[src/rtl/perfmon_bank.sv]
module perfmon_bank #(
  parameter int NPHYS  = 4,
  parameter int ADDR_W = 4,
  parameter int EN_BIT = 31
) (
  input  logic                 clk,
  input  logic                 rst_n,
  input  logic                 bus_sel,
  input  logic                 bus_wr,
  input  logic [ADDR_W-1:0]    bus_addr,
  input  logic [63:0]          bus_wdata,
  output logic [63:0]          bus_rdata,
  input  logic [2*NPHYS-1:0]   event_pulse,
  output logic                 irq
);
  localparam int NLOG = 2 * NPHYS;
  localparam int PW   = $clog2(NPHYS);
  localparam logic [ADDR_W-1:0] CTL_ADDR  = ADDR_W'(NLOG);
  localparam logic [ADDR_W-1:0] STAT_ADDR = ADDR_W'(NLOG + 1);
  localparam logic [ADDR_W-1:0] LO_BASE   = ADDR_W'(NPHYS);

  logic [NPHYS-1:0][31:0] ctr, latch;
  logic [NPHYS-1:0]       pend, split, inc_hi, inc_lo;
  logic                   enable;
  logic [NLOG-1:0]        status, mask, ov;
  logic [31:0]            wval, rd_val, base;
  logic                   wr_en, rd_en, commit, upper_sel, lower_sel, unused_ok;
  logic [PW-1:0]          sel_p;

  assign wval      = bus_wdata[63:32];
  assign unused_ok = ^bus_wdata[31:0];
  assign wr_en     = bus_sel & bus_wr;
  assign rd_en     = bus_sel & ~bus_wr;
  assign sel_p     = bus_addr[PW-1:0];
  assign upper_sel = bus_addr < LO_BASE;
  assign lower_sel = !upper_sel && bus_addr < CTL_ADDR;
  assign commit    = wr_en && bus_addr == CTL_ADDR && wval[EN_BIT];
  assign base      = pend[sel_p] ? latch[sel_p] : ctr[sel_p];
  assign irq       = |(status & mask);

  always_comb begin
    for (int p = 0; p < NPHYS; p++) begin
      inc_hi[p] = enable & event_pulse[p];
      inc_lo[p] = enable & split[p] & event_pulse[p+NPHYS];
      ov[p] = inc_hi[p] && !(commit && pend[p]) &&
              (split[p] ? &ctr[p][31:16] : &ctr[p]);
      ov[p+NPHYS] = inc_lo[p] && !(commit && pend[p]) && &ctr[p][15:0];
    end
  end

  always_ff @(posedge clk or negedge rst_n) begin
    if (!rst_n) begin
      ctr   <= '0;
      latch <= '0;
      pend  <= '0;
    end else begin
      for (int p = 0; p < NPHYS; p++) begin
        if (commit && pend[p]) begin
          ctr[p] <= latch[p];
        end else if (split[p]) begin
          ctr[p][31:16] <= ctr[p][31:16] + 16'(inc_hi[p]);
          ctr[p][15:0]  <= ctr[p][15:0] + 16'(inc_lo[p]);
        end else begin
          ctr[p] <= ctr[p] + 32'(inc_hi[p]);
        end
      end
      if (commit) begin
        pend <= '0;
      end else if (wr_en && upper_sel) begin
        latch[sel_p] <= split[sel_p] ? {wval[15:0], base[15:0]} : wval;
        pend[sel_p]  <= 1'b1;
      end else if (wr_en && lower_sel && split[sel_p]) begin
        latch[sel_p] <= {base[31:16], wval[15:0]};
        pend[sel_p]  <= 1'b1;
      end
    end
  end

  always_ff @(posedge clk or negedge rst_n) begin
    if (!rst_n) begin
      enable <= 1'b0;
      split  <= '0;
      status <= '0;
      mask   <= '0;
    end else begin
      if (wr_en && bus_addr == CTL_ADDR) begin
        enable <= wval[EN_BIT];
        split  <= wval[NPHYS-1:0];
      end
      if (wr_en && bus_addr == STAT_ADDR) mask <= wval[NLOG-1:0];
      status <= ((rd_en && bus_addr == STAT_ADDR) ? '0 : status) | ov;
    end
  end

  always_comb begin
    rd_val = '0;
    if (upper_sel)
      rd_val = split[sel_p] ? {16'h0, ctr[sel_p][31:16]} : ctr[sel_p];
    else if (lower_sel)
      rd_val = split[sel_p] ? {16'h0, ctr[sel_p][15:0]} : '0;
    else if (bus_addr == CTL_ADDR) begin
      rd_val[NPHYS-1:0] = split;
      rd_val[EN_BIT]    = enable;
    end else if (bus_addr == STAT_ADDR)
      rd_val[NLOG-1:0] = status;
    bus_rdata = rd_en ? {rd_val, 32'h0} : '0;
  end
endmodule

[config.mk]
export PLATFORM = sky130hd
export DESIGN_NAME = perfmon_bank
export DESIGN_NICKNAME = d
export VERILOG_FILES = /design/src/rtl/perfmon_bank.sv
export SDC_FILE = /design/constraint.sdc
export NUM_CORES = 1
export LEC_CHECK = 0
export ABC_AREA = 1
export BUFFER_PORTS_ARGS = -buffer_cell sky130_fd_sc_hd__clkbuf_2
export CAP_MARGIN = 0
export CORE_MARGIN = 2
export CORE_UTILIZATION = 56
export DETAILED_ROUTE_END_ITERATION = 16
export HOLD_SLACK_MARGIN = 0.02
export PLACE_DENSITY = 0.78
export SETUP_SLACK_MARGIN = 0.3
export SYNTH_ARGS = -nofsm -noshare
export SYNTH_HDL_FRONTEND = slang
export SYNTH_SLANG_ARGS = --single-unit
export TNS_END_PERCENT = 5
[constraint.sdc]
create_clock -name clk -period 2.3 [get_ports clk]
set_input_delay 0.115 -clock clk [delete_from_list [all_inputs] [get_ports clk]]
set_output_delay 0.115 -clock clk [all_outputs]
set_load 0.1 [all_outputs]
=== Word level (Yosys, flattened, before mapping) ===
Cells that the tools add are included.

* Register bits after elaboration: 281
* Input port bits: 80
* Output and inout bits: 65
* Word-level logic and storage cells: 145

* $add $sub $neg: 12
* $lt $le $gt $ge: 4
* Equal/unequal tests: 2
* Muxes and demuxes: 45
* Bitwise logic cells: 19
* Reductions and logical operators: 50

{| class="wikitable"
|+ Operators by type and width
! operator !! count
|-
| two-way mux 32 bit || 15
|-
| bitwise mux 128 bit || 2
|-
| two-way mux 128 bit || 2
|-
| adder 16 x 1 -> 16 bit || 8
|-
| adder 32 x 1 -> 32 bit || 4
|-
| binary-select mux 32 bit (select 2 bit) || 2
|-
| AND reduction 16 bit || 8
|-
| AND reduction 32 bit || 4
|-
| demux 32 bit (select 2 bit) || 1
|-
| two-way mux 64 bit || 1
|-
| two-way mux 8 bit || 4
|-
| logical AND 1 bit || 29
|-
| two-way mux 4 bit || 5
|-
| two-way mux 16 bit || 1
|-
| AND 1 bit || 14
|-
| two-way mux 1 bit || 9
|-
| AND 8 bit || 1
|-
| equality test 4 bit (second input constant) || 2
|-
| OR 8 bit || 1
|-
| OR reduction 8 bit || 1
|-
| zero test 1 bit || 5
|-
| binary-select mux 1 bit (select 2 bit) || 2
|-
| less-than comparator 4 x 3 -> 1 bit (second input constant) || 1
|-
| less-than comparator 4 bit (second input constant) || 1
|-
| other kinds (8) || 9
|}

=== Logic depth before layout (Yosys ltp) ===
* Depth after elaboration: 8
* Depth in mapped cells: 15
* Mapped depth without buffers: 14

=== Worst setup path before layout ===
Ideal clock, no wire load.

* Path kind: input to output
* From: input port bus_sel
* To: output port bus_rdata[63]
* Data arrival time: 3.120 ns
* Required time: 2.185 ns
* Setup slack: -0.935 ns
* Stages on the path: 5
* Buffers on the path: 1
* Cell sequence: inv_1 > nor2_1 > inv_1 > clkbuf_1 > o32ai_1

* Word-level cells in the longest chain between the ends: 2

{| class="wikitable"
|+ RTL lines
! item !! line !! source
|-
| start, declared || 8 || <nowiki>input logic bus_sel,</nowiki>
|-
| AND 1 bit || 33 || <nowiki>assign rd_en = bus_sel & ~bus_wr;</nowiki>
|-
| two-way mux 64 bit || 106 || <nowiki>bus_rdata = rd_en ? {rd_val, 32'h0} : '0;</nowiki>
|-
| end, declared || 12 || <nowiki>output logic [63:0] bus_rdata,</nowiki>
|}

Every way passes these cells.

=== Final worst setup path ===
* From: register split[3]
* To: output port bus_rdata[35]

* Word-level cells in the longest chain between the ends: 6
* Elaborated cells between the ends (all ways): 8
* Classes of those cells: mux (8)

{| class="wikitable"
|+ RTL lines
! item !! line !! source
|-
| start, declared || 23 || <nowiki>logic [NPHYS-1:0] pend, split, inc_hi, inc_lo;</nowiki>
|-
| start signal, assigned || 88 || <nowiki>split <= wval[NPHYS-1:0];</nowiki>
|-
| binary-select mux 1 bit (select 2 bit) || 98, 100 ||
|-
| two-way mux 1 bit (not written as such) || 98, 100 ||
|-
| two-way mux 16 bit || 100 || <nowiki>rd_val = split[sel_p] ? {16'h0, ctr[sel_p][15:0]} : '0;</nowiki>
|-
| two-way mux 8 bit || 99 || <nowiki>else if (lower_sel)</nowiki>
|-
| two-way mux 32 bit (*) || 97 || <nowiki>if (upper_sel)</nowiki>
|-
| two-way mux 64 bit (*) || 106 ||
|}

Mark *: on every way between the ends. The rest lies on a longest branch, timed or not. The select of a mux whose other input is x is not followed.

==> results by group <==
STA
  • Max Slew Vio Count: 0
  • Crit path time final: 2.42 ns
  • Final worst setup slack: -0.121 ns
  • Final Skew: 0.0139 ns
  • Worst-Margin Slew: 0.802 ns
  • Crit share post-route: 1.05
  • Max transition margin: 0.465
  • Fmax achieved: 0.413 GHz
  • RSZ-0062 raised after global routing: yes
  • Final hold vios: 0
  • Final setup viols: 17

Floorplan
  • Die H: 186 um
  • Die X-Extent: 186 um
  • Cell Rows: 66
  • Top-level port count: 145
  • Initial core utilization: 0.570
  • Total core area: 32600 um2
  • Die area: 34700 um2

Clock network
  • CTS sink count: 281
  • Clock buffer depth: 3
  • TritonCTS clock tree: done
  • Worst-path clk slew: 0.06 ns
  • Clk Latency, worst-skew pair: 0.53 ns
  • Root Buffer: clkbuf_16
  • H-tree Lvls: 2
  • Clock buffer count from CTS: 34

Global routing
  • Vias in the first global route: 19084
  • GR met1 Demand/Resource: 0.577
  • Layer with the highest usage: met2
  • Routing usage on met3: 0.0740
  • Total grt overflow: 0
  • Pin count of the biggest net entering global routing: 89
  • First-pass GRT wire length: 110000 um
  • Grt met2 use: 0.638
  • GRT Total Usage: 0.426
  • Antenna violations before repair: 0

Finish
  • Layout area overhead: 22.9%
  • Area of the multi-input gates: 10800 um2
  • Share of cells above drive strength 1: 0.142
  • Design area: 22800 um2
  • Non-Filler Instances: 3511
  • ANT cells: 0
  • Reg area: 7030 um2
  • Post-layout util: 0.700
  • Fill count: 2809
  • Nets: 3151

Worst setup path
  • Crit path required time: 2.18 ns
  • Critical path class: flop to output port
  • Slowest CP cell: dfrtp_1
  • Delay-heaviest family, CP: buffers and inverters
  • Bufs and invs on worst path: 4
  • Worst Setup Start Kind: flop
  • Worst EP arrival: 2.31 ns
  • Critical path, cell by cell: buf_6, inv_1, buf_4, o211ai_1, nand3_2, nor2_4, buf_12
  • CP max stage delay: 0.39 ns
  • Crit Path Max Fanout: 19
  • Setup crit end kind: output port

Logic synthesis
  • Most frequent cell after synthesis: nand2_1
  • #FFs+latches synth: 281
  • Number of flops mapped to enable cells by yosys: 0
  • Unique masters post-synth: 42
  • Cell count after synthesis: 2921
  • Dominant cells by area after synthesis: dfrtp_1 38%, nand2_1 26%, nand3_1 6.2%, nor2_1 5.4%, inv_1 5.2%
  • Asr flop ratio synth: 1.00
  • Post-synth top cells: 1289 x nand2_1, 281 x dfrtp_1, 265 x nor2_1
  • Synth warn: 0
  • Largest area contributor in the netlist: dfrtp_1
  • Ys flop type: dfrtp_1
  • Syn Area/Cell: 6.36 um2
  • Top cell type's share of synthesized area: 0.378
  • Seq/Total Area, Yosys: 0.378
  • Synthesized area: 18600 um2

Power
  • Pleak: 11.7 nW
  • Sw Pwr: 8.44 mW
  • Sequential fraction of design power: 0.370
  • VDD IR max: 690 uV
  • Combinational share of power: 0.339
  • Internal power: 12.0 mW
  • Sw Share: 0.413
  • Pwr Density: 896 nW/um2
  • Clock power frac: 0.291
  • Tot Pwr: 20.5 mW

Placement
  • HPWL Detailed: 55000 um
  • Final GP Congestion: 0.986
  • Placed cell area: 20400 um2
  • PortBufs: 80
  • Inst Count DP: 3428

Drt
  • Detailed Route WL: 73500 um
  • Detailed Route Iter0 Violations: 2719
  • Via/cell ratio: 5.90
  • Via Count: 20709
  • Drt pass-1 iters: 6
  • # DRC: 0
  • Antenna Violating Nets Remaining: 0
  • DR WL/cell: 20.9 um

Status
  • Failing checks: setup timing
  • Status: finished with violations

Run
  • MaxCap Viol Count: 0

Worst hold path
  • Worst Hold Class: primary input to flop
## flip-flops by register name, summed over array words and instances (netlist names)
name	flops
mask	8
split	4
pend	4
enable	1
status	8
latch	128
ctr	128
## cell type report
| class | count | share of cell area |
|---|---|---|
| sequential | 281 | 0.308 |
| clock buffer | 51 | 0.0463 |
| clock inverter | 7 | 0.00723 |
| multi-input combinational | 2257 | 0.475 |
| inverter | 275 | 0.0456 |
| tap | 442 | 0.0242 |
| timing repair buffer | 198 | 0.0938 |
## per-layer routing
layer,part of all wire,routed length (um),vias up
met1,0.39,28800,9661
met3,0.10,7490,272
met4,0.071,5250,0
met2,0.44,32000,1329
met5,0,0,-
li1,-,-,9447
## power groups by stage
stage	Sequential, mW	Clock, mW	Combinational (mW)
finish	7.58	5.94	6.94
global route	7.70	6.15	7.62
CTS	7.46	5.94	6.47
detailed placement	7.51	0	6.24
global placement	7.49	0	6.08
floorplan	7.05	0	4.35
## worst paths after layout
path,to,slack (ns),from,depth (start not counted)
setup / recovery,bus_rdata[35],-0.12,split[3],7
hold / removal,latch[44],0.03,bus_wdata[44],5
setup reg to reg,ctr[108],0.21,enable,13
hold reg to reg,latch[77],0.48,latch[77],2
max in group asynchronous,latch[34],1.22,rst_n,3
min in group asynchronous,ctr[104],0.19,rst_n,2
## worst min-delay path: cells and delay by family
| family | cells | cell delay (ns) |
|---|---|---|
| AND/OR/NAND/NOR | 4 | 0.30 |
| buffers and inverters | 1 | 0.10 |
## layout by cell type, fill, tap and decap left out, drive strengths merged, types with 32 or more instances in the layout
master | synthesis | layout
nor2 | 279 | 279
buf | 102 | 141
nand2 | 1295 | 1295
nand4 | 47 | 47
clkbuf | 37 | 98
nand3 | 229 | 229
o21ai | 189 | 189
dfrtp | 281 | 281
inv | 275 | 275
conb | 1 | 32
o22ai | 36 | 36
## what timing repair did
| action | 4_1_cts | 5_1_grt |
|---|---|---|
| setup buffers | 10 | 3 |
| resized for setup | 102 | 147 |
| hold buffers | 10 | 0 |
| endpoints found under the hold margin | 87 | 0 |
| endpoints found under the setup margin | 102 | 220 |
| pin swaps | 21 | 56 |
| gates cloned | 2 | 0 |
## kinds of logic after synthesis
logic type / Yosys count / share of synthesized area
buffers and inverters: 414 / 0.0950
other: 1 / 0.000202
AND/OR/NAND/NOR: 1883 / 0.411
AO/OA/AOI/OAI: 298 / 0.0898
XOR/XNOR: 20 / 0.00942
flip-flops: 281 / 0.378
adder cells (fa/ha/maj): 24 / 0.0162
## through the flow
step / setup WS, ns / TNS (ns) / hold slack, ns
final: -0.121 / -1.31 / 0.0270
after global routing: -0.175 / -2.85 / 0.0357
after CTS: -0.0845 / -0.725 / 0.0253
after detailed placement: -0.00644 / -0.00644 / 0.202
after global placement: 0.117 / 0 / 0.195
after floorplan: -0.0118 / -0.0709 / -0.181
Note: power is estimated with default switching activity, not from simulation.
